==> src/rtl/flp_pkg.sv <==
// Shared types and command byte values for the flash block lock guard.
package flp_pkg;
    // Block kind reported for every decoded address.
    typedef enum logic [1:0] {
        BLK_MAIN  = 2'd0,
        BLK_PARAM = 2'd1,
        BLK_BOOT  = 2'd2
    } blk_class_t;

    // Confirm bytes of the two-cycle lock configuration commands.
    localparam logic [7:0] CFM_SET_BLOCK = 8'h01;
    localparam logic [7:0] CFM_CLEAR_ALL = 8'hD0;
    localparam logic [7:0] CFM_SET_PERM  = 8'hF1;
endpackage

==> src/rtl/flp_addr_map.sv <==
// Address to block decoder for a top-boot array.
// Assumes the large blocks fill the space below the top large-block-sized
// region. That top region is cut into small blocks, and the highest
// N_BOOT of them are boot blocks. Purely combinational.
module flp_addr_map
    import flp_pkg::*;
#(
    parameter int ADDR_W      = 21,
    parameter int MAIN_SHIFT  = 15,
    parameter int SMALL_SHIFT = 12,
    parameter int N_BOOT      = 2,
    parameter int IDX_W       = 7
) (
    input  logic [ADDR_W-1:0] addr,
    output logic [IDX_W-1:0]  idx,
    output blk_class_t        cls
);
    localparam int TOP_W   = ADDR_W - MAIN_SHIFT;
    localparam int SUB_W   = MAIN_SHIFT - SMALL_SHIFT;
    localparam int N_MAIN  = (1 << TOP_W) - 1;
    localparam int N_SMALL = 1 << SUB_W;

    logic [TOP_W-1:0] top_f;
    logic [SUB_W-1:0] sub_f;
    logic             unused_low;

    assign top_f      = addr[ADDR_W-1:MAIN_SHIFT];
    assign sub_f      = addr[MAIN_SHIFT-1:SMALL_SHIFT];
    assign unused_low = ^addr[SMALL_SHIFT-1:0];

    // Pick the large-block index, or the small-block index in the top region.
    always_comb begin
        if (top_f == {TOP_W{1'b1}}) begin
            idx = IDX_W'(N_MAIN) + IDX_W'(sub_f);
            cls = (sub_f >= SUB_W'(N_SMALL - N_BOOT)) ? BLK_BOOT : BLK_PARAM;
        end else begin
            idx = IDX_W'(top_f);
            cls = BLK_MAIN;
        end
    end
endmodule

==> src/rtl/flp_lock_store.sv <==
// Lock flag storage and the lock configuration command executor.
// Assumes req_idx is already a valid block index. Each request is acted
// on at the clock edge where req_valid is high. A refusal is shown on
// reject_q for the one following cycle.
module flp_lock_store
    import flp_pkg::*;
#(
    parameter int   N_BLK      = 71,
    parameter int   IDX_W      = 7,
    parameter logic RST_LOCKED = 1'b0
) (
    input  logic             clk,
    input  logic             rst_n,
    input  logic             req_valid,
    input  logic [7:0]       req_cfm,
    input  logic [IDX_W-1:0] req_idx,
    output logic [N_BLK-1:0] lock_q,
    output logic             perm_q,
    output logic             reject_q
);
    // Update flags and the refusal pulse from the current request.
    always_ff @(posedge clk) begin
        if (!rst_n) begin
            lock_q   <= {N_BLK{RST_LOCKED}};
            perm_q   <= 1'b0;
            reject_q <= 1'b0;
        end else begin
            reject_q <= 1'b0;
            if (req_valid) begin
                case (req_cfm)
                    CFM_SET_BLOCK: begin
                        if (perm_q) reject_q <= 1'b1;
                        else        lock_q[req_idx] <= 1'b1;
                    end
                    CFM_CLEAR_ALL: begin
                        if (perm_q) reject_q <= 1'b1;
                        else        lock_q <= '0;
                    end
                    CFM_SET_PERM:  perm_q <= 1'b1;
                    default:       reject_q <= 1'b1;
                endcase
            end
        end
    end

    // the permanent flag never falls outside reset
    a_r8_perm_sticky: assert property (@(posedge clk) disable iff (!rst_n)
        perm_q |=> perm_q);

    // with the permanent flag set, no block flag moves
    a_r9_flags_frozen: assert property (@(posedge clk) disable iff (!rst_n)
        perm_q |=> $stable(lock_q));

    // an accepted clear leaves every flag at zero
    a_r7_clear_all: assert property (@(posedge clk) disable iff (!rst_n)
        (req_valid && req_cfm == CFM_CLEAR_ALL && !perm_q) |=> (lock_q == '0));

    // unknown confirm bytes are refused and touch nothing
    a_r10_unknown_cfm: assert property (@(posedge clk) disable iff (!rst_n)
        (req_valid && req_cfm != CFM_SET_BLOCK && req_cfm != CFM_CLEAR_ALL
         && req_cfm != CFM_SET_PERM) |=> (reject_q && $stable(lock_q) && $stable(perm_q)));
endmodule

==> src/rtl/flp_gate.sv <==
// Modify permission decision for one block.
// Assumes lock_bit is the stored flag of the block of kind cls. The
// write-protect pin acts on boot blocks only.
module flp_gate
    import flp_pkg::*;
(
    input  blk_class_t cls,
    input  logic       lock_bit,
    input  logic       wp_n,
    output logic       allow
);
    // Boot blocks need both the pin released and their flag clear.
    always_comb begin
        if (cls == BLK_BOOT) allow = wp_n && !lock_bit;
        else                 allow = !lock_bit;
    end
endmodule

==> src/rtl/flash_lock_guard.sv <==
// Flash block lock guard top level.
// Three address decoders serve the permission check, the configuration
// request and the identifier read. They share one flag store. Inputs are
// synchronous to clk, and check and read results are combinational from
// the stored flags.
module flash_lock_guard
    import flp_pkg::*;
#(
    parameter int   ADDR_W      = 21,
    parameter int   MAIN_SHIFT  = 15,
    parameter int   SMALL_SHIFT = 12,
    parameter int   N_BOOT      = 2,
    parameter logic RST_LOCKED  = 1'b0
) (
    input  logic              clk,
    input  logic              rst_n,
    input  logic              wp_n,
    input  logic [ADDR_W-1:0] chk_addr,
    output logic              chk_allow,
    output logic [6:0]        chk_index,
    output logic [1:0]        chk_class,
    input  logic              req_valid,
    input  logic [7:0]        req_cfm,
    input  logic [ADDR_W-1:0] req_addr,
    output logic              req_reject,
    input  logic [ADDR_W-1:0] id_addr,
    output logic [15:0]       id_lock_code,
    output logic [15:0]       id_perm_code
);
    localparam int N_MAIN  = (1 << (ADDR_W - MAIN_SHIFT)) - 1;
    localparam int N_SMALL = 1 << (MAIN_SHIFT - SMALL_SHIFT);
    localparam int N_BLK   = N_MAIN + N_SMALL;
    localparam int IDX_W   = $clog2(N_BLK);

    logic [IDX_W-1:0] chk_idx, req_idx, id_idx;
    blk_class_t       chk_cls, req_cls, id_cls;
    logic [N_BLK-1:0] lock_vec;
    logic             perm_flag;
    logic             unused_cls;

    assign unused_cls = ^{req_cls, id_cls};

    flp_addr_map #(.ADDR_W(ADDR_W), .MAIN_SHIFT(MAIN_SHIFT), .SMALL_SHIFT(SMALL_SHIFT),
                   .N_BOOT(N_BOOT), .IDX_W(IDX_W))
        u_map_chk (.addr(chk_addr), .idx(chk_idx), .cls(chk_cls));

    flp_addr_map #(.ADDR_W(ADDR_W), .MAIN_SHIFT(MAIN_SHIFT), .SMALL_SHIFT(SMALL_SHIFT),
                   .N_BOOT(N_BOOT), .IDX_W(IDX_W))
        u_map_req (.addr(req_addr), .idx(req_idx), .cls(req_cls));

    flp_addr_map #(.ADDR_W(ADDR_W), .MAIN_SHIFT(MAIN_SHIFT), .SMALL_SHIFT(SMALL_SHIFT),
                   .N_BOOT(N_BOOT), .IDX_W(IDX_W))
        u_map_id (.addr(id_addr), .idx(id_idx), .cls(id_cls));

    flp_lock_store #(.N_BLK(N_BLK), .IDX_W(IDX_W), .RST_LOCKED(RST_LOCKED))
        u_store (
            .clk      (clk),
            .rst_n    (rst_n),
            .req_valid(req_valid),
            .req_cfm  (req_cfm),
            .req_idx  (req_idx),
            .lock_q   (lock_vec),
            .perm_q   (perm_flag),
            .reject_q (req_reject)
        );

    flp_gate u_gate (
        .cls     (chk_cls),
        .lock_bit(lock_vec[chk_idx]),
        .wp_n    (wp_n),
        .allow   (chk_allow)
    );

    assign chk_index    = 7'(chk_idx);
    assign chk_class    = chk_cls;
    assign id_lock_code = {15'd0, lock_vec[id_idx]};
    assign id_perm_code = {15'd0, perm_flag};

    // the pin alone shuts every boot block
    a_r3_boot_pin: assert property (@(posedge clk) disable iff (!rst_n)
        (chk_class == BLK_BOOT && !wp_n) |-> !chk_allow);

    // large-block kind only below the top region
    a_r1_main_range: assert property (@(posedge clk) disable iff (!rst_n)
        (chk_class == BLK_MAIN) |-> (chk_index < 7'(N_MAIN)));

    // boot blocks are the highest indices
    a_r2_boot_top: assert property (@(posedge clk) disable iff (!rst_n)
        (chk_class == BLK_BOOT) |-> (chk_index >= 7'(N_BLK - N_BOOT)));
endmodule

==> config.mk <==
export PLATFORM = sky130hd
export DESIGN_NAME = flash_lock_guard
export DESIGN_NICKNAME = d
export VERILOG_FILES = /design/src/rtl/flp_pkg.sv /design/src/rtl/flp_addr_map.sv /design/src/rtl/flp_lock_store.sv /design/src/rtl/flp_gate.sv /design/src/rtl/flash_lock_guard.sv
export SDC_FILE = /design/constraint.sdc
export NUM_CORES = 1
export LEC_CHECK = 0
export BUFFER_PORTS_ARGS = -buffer_cell sky130_fd_sc_hd__buf_2
export CORE_ASPECT_RATIO = 1.5
export CORE_MARGIN = 3
export CORE_UTILIZATION = 48
export DETAILED_ROUTE_END_ITERATION = 8
export HOLD_SLACK_MARGIN = 0.02
export PLACE_DENSITY = 0.77
export SLEW_MARGIN = 10
export SYNTH_ARGS = -nofsm -noshare
export SYNTH_HDL_FRONTEND = slang
export SYNTH_SLANG_ARGS = --single-unit
==> constraint.sdc <==
create_clock -name clk -period 2 [get_ports clk]
set_input_delay 0.1 -clock clk [delete_from_list [all_inputs] [get_ports clk]]
set_output_delay 0.1 -clock clk [all_outputs]
set_load 0.02 [all_outputs]
# [Yosys cells after proc, flatten, opt, wreduce, memory -nomap -nowiden]
# Cells that the tools add are included.
[totals] regBits=73 inputBits=75 wordCells=46
[op_classes] add_sub_neg=3 order_cmp=5 eq_ne=9 n_mux=17 n_bitwise=1 n_reduce_logical=8
[op_table] op="$mux 71" n=2
[op_table] op="$pmux 71 s2" n=1
[op_table] op="$or 71x71->71" n=1
[op_table] op="$lt 7x8->1 const B" n=3
[op_table] op="$add 6x3->7 const A" n=3
[op_table] op="$mux 7" n=3
[op_table] op="$eq 6x6->1 const B" n=3
[op_table] op="$eq 8x8->1 const B" n=2
[op_table] op="$bmux 1 s7" n=2
[op_table] op="$eq 8x1->1 const B" n=1
[op_table] op="$demux 1 s7" n=1
[op_table] op="$ge 7x1->1 const B" n=1
[op_table] op="$mux 1" n=5
[op_table] op="$mux 2" n=2
[op_table] op="$ne 2x2->1 const B" n=2
[op_table] op="$reduce_and 2->1" n=2
[op_table] op="$reduce_and 4->1" n=1
[op_table] op="$ge 3x3->1 const B" n=1
[op_table] op="$eq 2x2->1 const B" n=1
[op_table] op="$logic_and 1x1->1" n=2
[op_table] op="$pmux 1 s2" n=1
[op_table] op="$reduce_bool 2->1" n=1
[op_table] op="$reduce_or 2->1" n=1
[op_table] op="$logic_not 1->1" n=1

# [Logic depth before layout (Yosys ltp)]
# Gate-level depths: netlist of run 1.
[logic_depth] ltp_word=9 ltp_mapped=12 depth_no_buf=11

# [Cells and area by module]
# A second synthesis of run 1 with hierarchy kept.
[hier_totals] hier_cells=607 hier_area_um2=5385.2
[modules_own_cells] module="flp_lock_store" instances=1 cells_per_inst=405 area_each_um2=3407.0 seq_area_each_um2=1461.4
[modules_own_cells] module="flash_lock_guard" instances=1 cells_per_inst=134 area_each_um2=1462.7 seq_area_each_um2=0.0
[modules_own_cells] module="flp_addr_map" instances=3 cells_per_inst=22 area_each_um2=166.4 seq_area_each_um2=0.0
[modules_own_cells] module="flp_gate" instances=1 cells_per_inst=2 area_each_um2=16.3 seq_area_each_um2=0.0

# [Worst setup path after synthesis of run 1]
# No wires, ideal clock.
[synth_path] path_kind="input to output" startpoint="input chk_addr[12]" endpoint="output chk_allow" arrival_time_ns=2.240 t_required_ns=1.900 setup_slack_ns=-0.340 cell_stages=11 n_path_buf=1 cell_sequence="inv_1 ha_1 nand3_1 o21ai_0 clkinv_1 clkbuf_1 mux4_2 mux2i_1 nand3b_1 o2111a_1 nor3b_2"
[synth_between] elab_chain_len=7 elab_cells_between_ends=11 classes_between="add/sub: 1; order compare: 1; eq/ne: 1; mux: 6; reduce/logical: 2"
[synth_rtl] element="start: declaration" line_no="flash_lock_guard.sv:18" text="input logic [ADDR_W-1:0] chk_addr,"
[synth_rtl] element="$add 6x3->7 (*)" line_no="flp_addr_map.sv:34" text="idx = IDX_W'(N_MAIN) + IDX_W'(sub_f);"
[synth_rtl] element="$mux 7 (*)" line_no="flp_addr_map.sv:33" text="if (top_f == {TOP_W{1'b1}}) begin"
[synth_rtl] element="net chk_index[1]" line_no="flash_lock_guard.sv:20" text="output logic [6:0] chk_index,"
[synth_rtl] element="$bmux 1 s7 (*)" line_no="flash_lock_guard.sv:69" text=".lock_bit(lock_vec[chk_idx]),"
[synth_rtl] element="$mux 1 (not written as such) (*)" line_no="flash_lock_guard.sv:69"
[synth_rtl] element="$logic_not 1->1 (*)" line_no="flp_gate.sv:14, flp_gate.sv:15"
[synth_rtl] element="$logic_and 1x1->1" line_no="flp_gate.sv:14" text="if (cls == BLK_BOOT) allow = wp_n && !lock_bit;"
[synth_rtl] element="$mux 1 (*)" line_no="flp_gate.sv:14"
[synth_rtl] element="end: declaration" line_no="flash_lock_guard.sv:19" text="output logic chk_allow,"
# Mark *: on every way through the listed nets, which the timed path passes. The rest lies on a longest branch. The select of a mux whose other input is x is not followed.

# [Worst setup path after layout of run 1]
[layout_path] startpoint="input id_addr[12]" endpoint="output id_lock_code[0]"
[layout_between] elab_chain_len=4
[layout_rtl] element="start: declaration" line_no="flash_lock_guard.sv:26" text="input logic [ADDR_W-1:0] id_addr,"
[layout_rtl] element="$add 6x3->7" line_no="flp_addr_map.sv:34"
[layout_rtl] element="$mux 7" line_no="flp_addr_map.sv:33"
[layout_rtl] element="$bmux 1 s7" line_no="flash_lock_guard.sv:76" text="assign id_lock_code = {15'd0, lock_vec[id_idx]};"
[layout_rtl] element="$mux 1 (not written as such)" line_no="flash_lock_guard.sv:76"
[layout_rtl] element="end: declaration" line_no="flash_lock_guard.sv:27" text="output logic [15:0] id_lock_code,"
# No other way between the ends. The select of a mux whose other input is x is not followed.

==> flow_summary.toml, run 1 <==
[logic_synthesis]
synth_fa_ha_area_share_pct = 2.01
ys_async_sr_fraction_pct = 0
synth_area_um2 = 4360
synth_top_area_share_pct = 33.6
synthTopCellsByArea = "dfxtp_1, a21oi_1, nor2_1, mux2i_1, nand2_1"
yosysSeqAreaShare_pct = 33.6
ys_seq_elements = 73
synth-simple-area-share_pct = 21.4
synth-main-ff-cell = "dfxtp_1"
synth_top_area_cell = "dfxtp_1"
synth_cell_type_count = 57
synth-compound-area-share_pct = 20.7
synth_edf_count = 0
synthMuxAreaShare_pct = 12.3
avgSynthCellArea_um2 = 7.64
yosysWarnings = 0
postSynthCellCount = 570
synthXorXnorAreaFrac_pct = 0
synth_top_family_by_area = "simple AND/OR/NAND/NOR gates"

[sta]
tightest_slew_ns = 0.811
setup_viol = 2
finClkSkew_ns = 0.00342
whs_ns = 0.0227
finalSetupTns_ns = -0.541
fmax_ghz = 0.437
hold_viol = 0
min_period_ns = 2.29
drv_slew = 0
worst_slack_ns = -0.289
slew_headroom_pct = 45.7
grt_setup_unrepaired = "true"
timing.final.crit_share_pct = 114

[min_path]
hp-class = "input pin to register"
min_to = "u_store.reject_q$_SDFF_PN0_"
holdPathStages = 2
hold_start = "rst_n"

[global_route]
grt_pass1_vias = 4566
overflow = 0
grt_max_degree = 72
grt_pass1_wl_mm = 23.2
track_usage_pct = 28.8
antenna_found_initial = 0

[critical_path]
crit_arrival_ns = 2.19
startpoint_type = "input pin"
reg2reg_to = "u_store.lock_q[57]$_SDFFE_PN0P_"
crit_path_end_kind = "primary output"
worstPathMaxFanout = 17
r2r-start = "u_store.perm_q$_SDFFE_PN0P_"
critical_path_required_ns = 1.90
r2r_slack_ns = 0.29
crit_type = "input pin to primary output"
r2r_cells = 6

[flow_run]
maxCapViolCount = 0

[floorplan]
chipHeight_um = 123
num_io_pins = 118
die_w_um = 83.8
rows = 41
start_util_pct = 50.5
coreArea_um2 = 8620
die-area_um2 = 10300

[place]
dpl_cell_area_um2 = 5050
dp_hpwl_mm = 10.2
io_buffers = 51
gp_congestion = 0.966

[layout]
register_area_um2 = 1460
n_fill_cell = 719
layout.nets = 760
n_antenna_cell = 0
multi_input_area_um2 = 2780
mostFrequentLayoutCells = "a21oi_1, nor2_1, dfxtp_1"
final_common_cell = "a21oi_1"
drive_above_1_share_pct = 28.6
finalInstanceArea_um2 = 5740
syn2layout_area_growth_pct = 31.7

[clock_network]
cts_buffer_depth = 2
numCtsBuffers = 9
cts_hold_buffers = 0
numClockSinks = 73
htreeDepth = 3
clk_latency_ns = 0.35
tritoncts = "built"
clockRootBuffer = "clkbuf_16"
clkTransAtPathRegs_ns = 0.06

[drt]
firstDrtPassIters = 7
ant_nets = 0
drc = 0
drtIter0Drc = 568
dr.max_layer_used = "met4"
met2_wirelength_mm = 6.98
route.vias.total = 4711
wl_mm = 14.5
wire_per_inst_um = 18.4
wl_met3_mm = 1.38
via_per_inst = 5.96
met1_length_mm = 5.10

[power]
seqPwrFrac_pct = 38.9
power.internal_mw = 2.69
power_frac_comb_pct = 16.9
p_sw_share_pct = 27.9
power_leakage_nw = 2.40
powerDensity_nw_per_um2 = 652
p_switching_mw = 1.04
ir_worst_vdd_mv = 0.553
clkPwrFrac_pct = 44.2

[status]
status = "finished with violations"
failed_checks = "negative setup slack"
==> synthesized netlist by cell type, drive strengths merged, types with 3 or more instances <==
master,number
a21oi,97
nor2,96
dfxtp,73
nand2,66
buf,43
mux2i,32
clkbuf,17
inv,16
o21ai,15
nand3,13
a22oi,7
ha,7
mux2,7
nor3,7
mux4,6
a31oi,5
and2,5
a211oi,4
nand4,4
nor2b,4
nor4,4
a22o,3
a311o,3
nor3b,3
==> repair_timing <==
action,CTS,global route
setup buffers,11,2
cloned,1,0
setup endpoints to repair,2,16
gates resized for setup,54,9
pin swaps,18,9
==> logic make-up (layout without fill, tap and decap cells) <==
family / Yosys count / in the layout
mux: 45 / 45
fa+ha+maj: 7 / 7
flops: 73 / 73
other cells: 1 / 30
compound gates: 153 / 153
buf+inv: 77 / 161
simple gates: 214 / 214
==> worst max-delay path: stages <==
cell and delay (ns):
buf_8 0.08, inv_6 0.03, buf_4 0.11, buf_4 0.13
o31ai_4 0.28, buf_4 0.30, a21o_1 0.13, a21oi_1 0.04
a311o_1 0.34, a31oi_1 0.25, o2111ai_2 0.14, nand3_2 0.12
buf_6 0.12
==> metal layers <==
layer | vias up | track usage (%)
met5 | - | 0
met4 | 0 | 21.1
met3 | 93 | 7.12
met2 | 328 | 49.7
met1 | 2132 | 30.5
li1 | 2158 | -
==> sequential cells by signal, indices dropped and copies added, names as in the netlist <==
register and cells:
u_store.reject_q 1, u_store.lock_q 71, u_store.perm_q 1
==> metrics by stage <==
step / total power, mW / cells / setup WS [ns] / util [%]
6_report: 3.74 / 790 / -0.289 / 66.6
5_1_grt: 3.83 / 790 / -0.357 / 66.6
4_1_cts: 3.71 / 788 / -0.235 / 66.0
3_5_place_dp: 2.01 / 760 / -0.418 / 58.6
3_3_place_gp: 2.00 / 760 / -0.374 / 58.6
2_1_floorplan: 1.84 / 599 / 0.00370 / -
==> area by class of cell <==
class	count	share of cell area (%)
inverters	17	1.42
clock buffers	9	3.93
multi-input cells	449	48.5
clock inverters	7	1.33
well taps	107	2.33
repair buffers	128	17.1
flip-flops and latches	73	25.5
==> worst max-delay path by stage <==
| stage | from | end | slack, ns | cells past startpoint |
|---|---|---|---|---|
| global route | id_addr[12] | id_lock_code[0] | -0.36 | 13 |
| global placement | id_addr[12] | id_lock_code[0] | -0.37 | 14 |
| finish | id_addr[12] | id_lock_code[0] | -0.29 | 13 |
| CTS | id_addr[12] | id_lock_code[0] | -0.23 | 13 |
| detailed placement | id_addr[12] | id_lock_code[0] | -0.42 | 14 |
| floorplan | chk_addr[12] | chk_allow | 0.004 | 11 |
==> power by group through the flow <==
stage	registers (mW)	clock network, mW	logic (mW)
3_5_place_dp	1.49	0	0.524
6_report	1.46	1.65	0.633
5_1_grt	1.45	1.70	0.674
3_3_place_gp	1.49	0	0.513
2_1_floorplan	1.49	0	0.355
4_1_cts	1.46	1.64	0.606
Note: power is estimated with default switching activity, not from simulation.
==> run 2, diff against run 1 <==
CORE_UTILIZATION = 35   (was 48)
PLACE_DENSITY = not set   (was 0.77)
==> run 2 against run 1 <==
  * The run still ends with negative setup slack left
  * Critical path type unchanged
  * Sequential power about the same
  * Combinational power about the same
  * Via count shrank 3.4%
  * Wire length down 2.4%
  * Non-clock buffer count rose by 4
  * Critical path depth down 1
  * Clock skew grew 0.00085 ns
  * Clock power about the same
  * Core utilization decreased by 19 points
==> flow_summary.toml, run 2 (synthesis results as in run 1) <==
[status]
status = "finished with violations"
failed_checks = "negative setup slack"

[global_route]
track_usage_pct = 20.2
overflow = 0
grt_pass1_wl_mm = 22.1
antenna_found_initial = 0
grt_max_degree = 72
grt_pass1_vias = 4282

[floorplan]
num_io_pins = 118
die_w_um = 97.1
die-area_um2 = 13800
coreArea_um2 = 12100
start_util_pct = 36.1
rows = 49
chipHeight_um = 143

[critical_path]
r2r_cells = 7
r2r_slack_ns = 0.50
crit_path_end_kind = "primary output"
crit_arrival_ns = 2.14
startpoint_type = "input pin"
reg2reg_to = "u_store.lock_q[33]$_SDFFE_PN0P_"
crit_type = "input pin to primary output"
worstPathMaxFanout = 10
critical_path_required_ns = 1.90
r2r-start = "u_store.perm_q$_SDFFE_PN0P_"
startpoint = "chk_addr[13]"

[sta]
setup_viol = 2
fmax_ghz = 0.446
slew_headroom_pct = 41.3
tightest_slew_ns = 0.879
hold_viol = 0
drv_slew = 0
grt_setup_unrepaired = "true"
worst_slack_ns = -0.245
finalSetupTns_ns = -0.479
min_period_ns = 2.24
timing.final.crit_share_pct = 112
finClkSkew_ns = 0.00426

[layout]
largest_register_ffs = 71
largestRegisters = "u_store.lock_q: 71 flops, u_store.perm_q: 1 flops, u_store.reject_q: 1 flops"
drive_above_1_share_pct = 29.0
mostFrequentLayoutCells = "nor2_1, a21oi_1, buf_4"
syn2layout_area_growth_pct = 32.9
final_common_cell = "nor2_1"
layout.nets = 764
n_antenna_cell = 0
largest-register = "u_store.lock_q"
n_fill_cell = 1141

[min_path]
min_to = "u_store.reject_q$_SDFF_PN0_"
hold_start = "rst_n"
hp-class = "input pin to register"
holdPathStages = 2

[flow_run]
maxCapViolCount = 0

[clock_network]
numClockSinks = 73
numCtsBuffers = 9
clk_latency_ns = 0.35
htreeDepth = 3
cts_buffer_depth = 2
tritoncts = "built"
clkTransAtPathRegs_ns = 0.06
clockRootBuffer = "clkbuf_16"

[place]
io_buffers = 51
gp_congestion = 0.966
dp_hpwl_mm = 10.2

[drt]
via_per_inst = 5.42
ant_nets = 0
drc = 0
route.vias.total = 4552
wire_per_inst_um = 16.9
firstDrtPassIters = 4
wl_mm = 14.2
drtIter0Drc = 269

[power]
ir_worst_vdd_mv = 0.398
powerDensity_nw_per_um2 = 643
power_leakage_nw = 2.41
total_power_mw = 3.72
## run 2: routing by layer
metal | GRT usage, % | vias up | share of wire, %
met5 | 0 | - | 0
met4 | 12.2 | 0 | 5.2
met3 | 3.52 | 49 | 7.3
met2 | 34.8 | 228 | 48
met1 | 23.5 | 2095 | 40
li1 | - | 2180 | -
## run 2: power breakdown
group / leakage [nW] / internal, mW / switching, mW
Sequential: 0.588 / 1.46 / 0.000486
Clock: 0.135 / 0.972 / 0.658
Combinational: 1.69 / 0.271 / 0.364
Total: 2.41 / 2.70 / 1.02
## run 2: worst max path at each step
stage                       to  slack (ns)  cells after the start
6_report             chk_allow       -0.24                     12
5_1_grt              chk_allow       -0.33                     13
4_1_cts              chk_allow       -0.24                     13
3_5_place_dp   id_lock_code[0]       -0.40                     12
3_3_place_gp         chk_allow       -0.37                     14
2_1_floorplan        chk_allow       0.004                     11
## run 2: worst max-delay path, cell delays in order
cell and delay (ns):
buf_8 0.08, inv_4 0.03, ha_4 0.27, nand3_4 0.07, o21ai_4 0.17, buf_4 0.23, and3_1 0.17, a31oi_1 0.05
a221o_1 0.34, o2111a_1 0.27, nor3b_4 0.21, buf_6 0.15
## run 2: area by class of cell
| class | count | area [µm²] | area share (%) |
|---|---|---|---|
| tap | 153 | 191 | 3.31 |
| clock inverter | 7 | 77.6 | 1.34 |
| clock buffer | 9 | 225 | 3.89 |
| sequential | 73 | 1460 | 25.2 |
| multi-input combinational | 449 | 2750 | 47.6 |
| timing repair buffer | 132 | 1000 | 17.3 |
| inverter | 17 | 78.8 | 1.36 |
## run 2: timing repair
item	4_1_cts	5_1_grt
pin swaps	16	14
gates cloned	2	0
hold buffers	0	0
gates resized for setup	43	16
endpoints found under the setup margin	2	2
buffers inserted	8	4
## run 2: per-stage QoR
step	setup WS (ns)	hold slack (ns)	instance area [µm²]	utilization, %	cells
after global routing	-0.332	0.0354	5790	47.9	840
final	-0.245	0.0309	5790	47.9	840
after CTS	-0.241	0.0253	5730	47.5	838
after detailed placement	-0.403	0.390	5150	42.7	812
after global placement	-0.370	0.362	5150	42.7	812
after floorplan	0.00370	0.228	4510	-	599
==> run 3, diff against run 2 <==
SETUP_SLACK_MARGIN = 0.5   (was not set)
==> run 3 against run 2 <==
  * Worst hold slack got worse by 0.0052 ns
  * Count of clock-buffer cells in the layout increased by 1
  * Clock skew increased by 0.0039 ns
  * Register-to-register slack improved by 0.10 ns
  * Critical path type unchanged
  * Clock power about the same
  * The run still ends with negative setup slack left
  * Via count increased by 2.6%
  * Sequential power about the same
==> flow_summary.toml, run 3 (synthesis results as in run 1) <==
[sta]
hold_viol = 0
tightest_slew_ns = 0.707
whs_ns = 0.0257
finClkSkew_ns = 0.00812
timing.final.crit_share_pct = 111
fmax_ghz = 0.450
grt_setup_unrepaired = "true"
slew_headroom_pct = 52.7
drv_slew = 0
finalSetupTns_ns = -0.429
min_period_ns = 2.22
worst_slack_ns = -0.224
setup_viol = 2

[drt]
ant_nets = 0
via_per_inst = 5.51
drtIter0Drc = 348
drc = 0
firstDrtPassIters = 6
route.vias.total = 4670
wire_per_inst_um = 17.6
wl_mm = 14.9

[layout]
syn2layout_area_growth_pct = 38.6
mostFrequentLayoutCells = "a21oi_1, nor2_1, dfxtp_1"
n_antenna_cell = 0
finalInstanceArea_um2 = 6040
n_fill_cell = 1134
utilization_pct = 50.0
layout.cells.non_filler = 848
largest_register_ffs = 71
final_common_cell = "a21oi_1"
layout.nets = 772
largestRegisters = "u_store.lock_q: 71 flops, u_store.perm_q: 1 flops, u_store.reject_q: 1 flops"
largest-register = "u_store.lock_q"
drive_above_1_share_pct = 32.1

[critical_path]
cp_common_cell = "buf_6"
crit_type = "input pin to primary output"
critical_path_required_ns = 1.90
critical_path.max_stage_delay_ns = 0.26
cpMaxStageDelayCell = "ha_4"
worstPathMaxFanout = 10
crit_arrival_ns = 2.12
crit_path_end_kind = "primary output"
crit_chain = "buf_6 > inv_2 > ha_4 > nand2_2 > buf_4 > o21ai_2 > buf_6 > nand2_1 > a221oi_2 > a211oi_2 > a31oi_1 > o2111ai_1 > nand3_2 > buf_6"
startpoint_type = "input pin"

[global_route]
antenna_found_initial = 0
grt_max_degree = 72
grt_pass1_vias = 4406
overflow = 0
track_usage_pct = 21.2
grt_pass1_wl_mm = 23.2

[clock_network]
cts_buffer_depth = 2
numClockSinks = 73
tritoncts = "built"
htreeDepth = 3
numCtsBuffers = 9
clockRootBuffer = "clkbuf_16"
clkTransAtPathRegs_ns = 0.06
clk_latency_ns = 0.34

[floorplan]
rows = 49
num_io_pins = 118
start_util_pct = 36.1
die-area_um2 = 13800
coreArea_um2 = 12100
die_w_um = 97.1
chipHeight_um = 143

[power]
power_leakage_nw = 2.50
ir_worst_vdd_mv = 0.402
total_power_mw = 3.78
powerDensity_nw_per_um2 = 626

[place]
place_inst = 813
dpl_cell_area_um2 = 5260
dp_hpwl_mm = 10.7
io_buffers = 51
gp_congestion = 0.952
dp_slack_ns = -0.375

[status]
failed_checks = "negative setup slack"
status = "finished with violations"

[flow_run]
maxCapViolCount = 0

[min_path]
hp-class = "input pin to register"
-- run 3: changes by cell type in the layout (fill, tap and decap cells not counted), sizes merged --
cell      previous run  this run
buf                132       139
clkbuf               9        11
clkinv               1         2
clkinvlp             4         3
inv                 18        17
-- run 3: critical path, delay by kind of cell --
family	cells	cell delay, ns
fa+ha+maj	1	0.26
simple gates	3	0.26
compound gates	5	0.95
buf+inv	5	0.54
-- run 3: area by class of cell --
cell class,instances,area [µm²],share of cell area (%)
clock buffers,10,239,3.96
clock inverters,6,66.3,1.10
inverters,17,86.3,1.43
multi-input cells,449,2850,47.2
flip-flops and latches,73,1460,24.2
well taps,153,191,3.17
repair buffers,140,1140,18.9
-- run 3: path summary, 6_finish.rpt --
check	end	slack, ns	start	cells after the start
max	id_lock_code[0]	-0.22	id_addr[13]	14
min	u_store.perm_q$_SDFFE_PN0P_	0.03	rst_n	2
max reg2reg	u_store.lock_q[27]$_SDFFE_PN0P_	0.60	u_store.perm_q$_SDFFE_PN0P_	7
min reg2reg	u_store.lock_q[44]$_SDFFE_PN0P_	0.50	u_store.lock_q[44]$_SDFFE_PN0P_	2
-- run 3: per-layer routing --
metal	wire (µm)	vias to the layer above	global-route usage, %
met4	735	0	11.8
met2	7410	257	37.3
met3	1140	43	3.81
li1	-	2187	-
met5	0	-	0
met1	5650	2183	24.2
-- run 3: where the power goes --
group	leakage (nW)	internal, mW	switching [mW]	total [mW]
combinational	1.77	0.291	0.382	0.673
sequential	0.588	1.46	0.000403	1.46
clock	0.141	1.00	0.648	1.65
total	2.50	2.75	1.03	3.78
-- run 3: timing repair --
item / 4_1_cts / 5_1_grt
gates resized for setup: 53 / 20
setup endpoints to repair: 40 / 64
hold buffers: 0 / 0
cloned: 1 / 1
buffers inserted: 16 / 1
pin swaps: 17 / 10
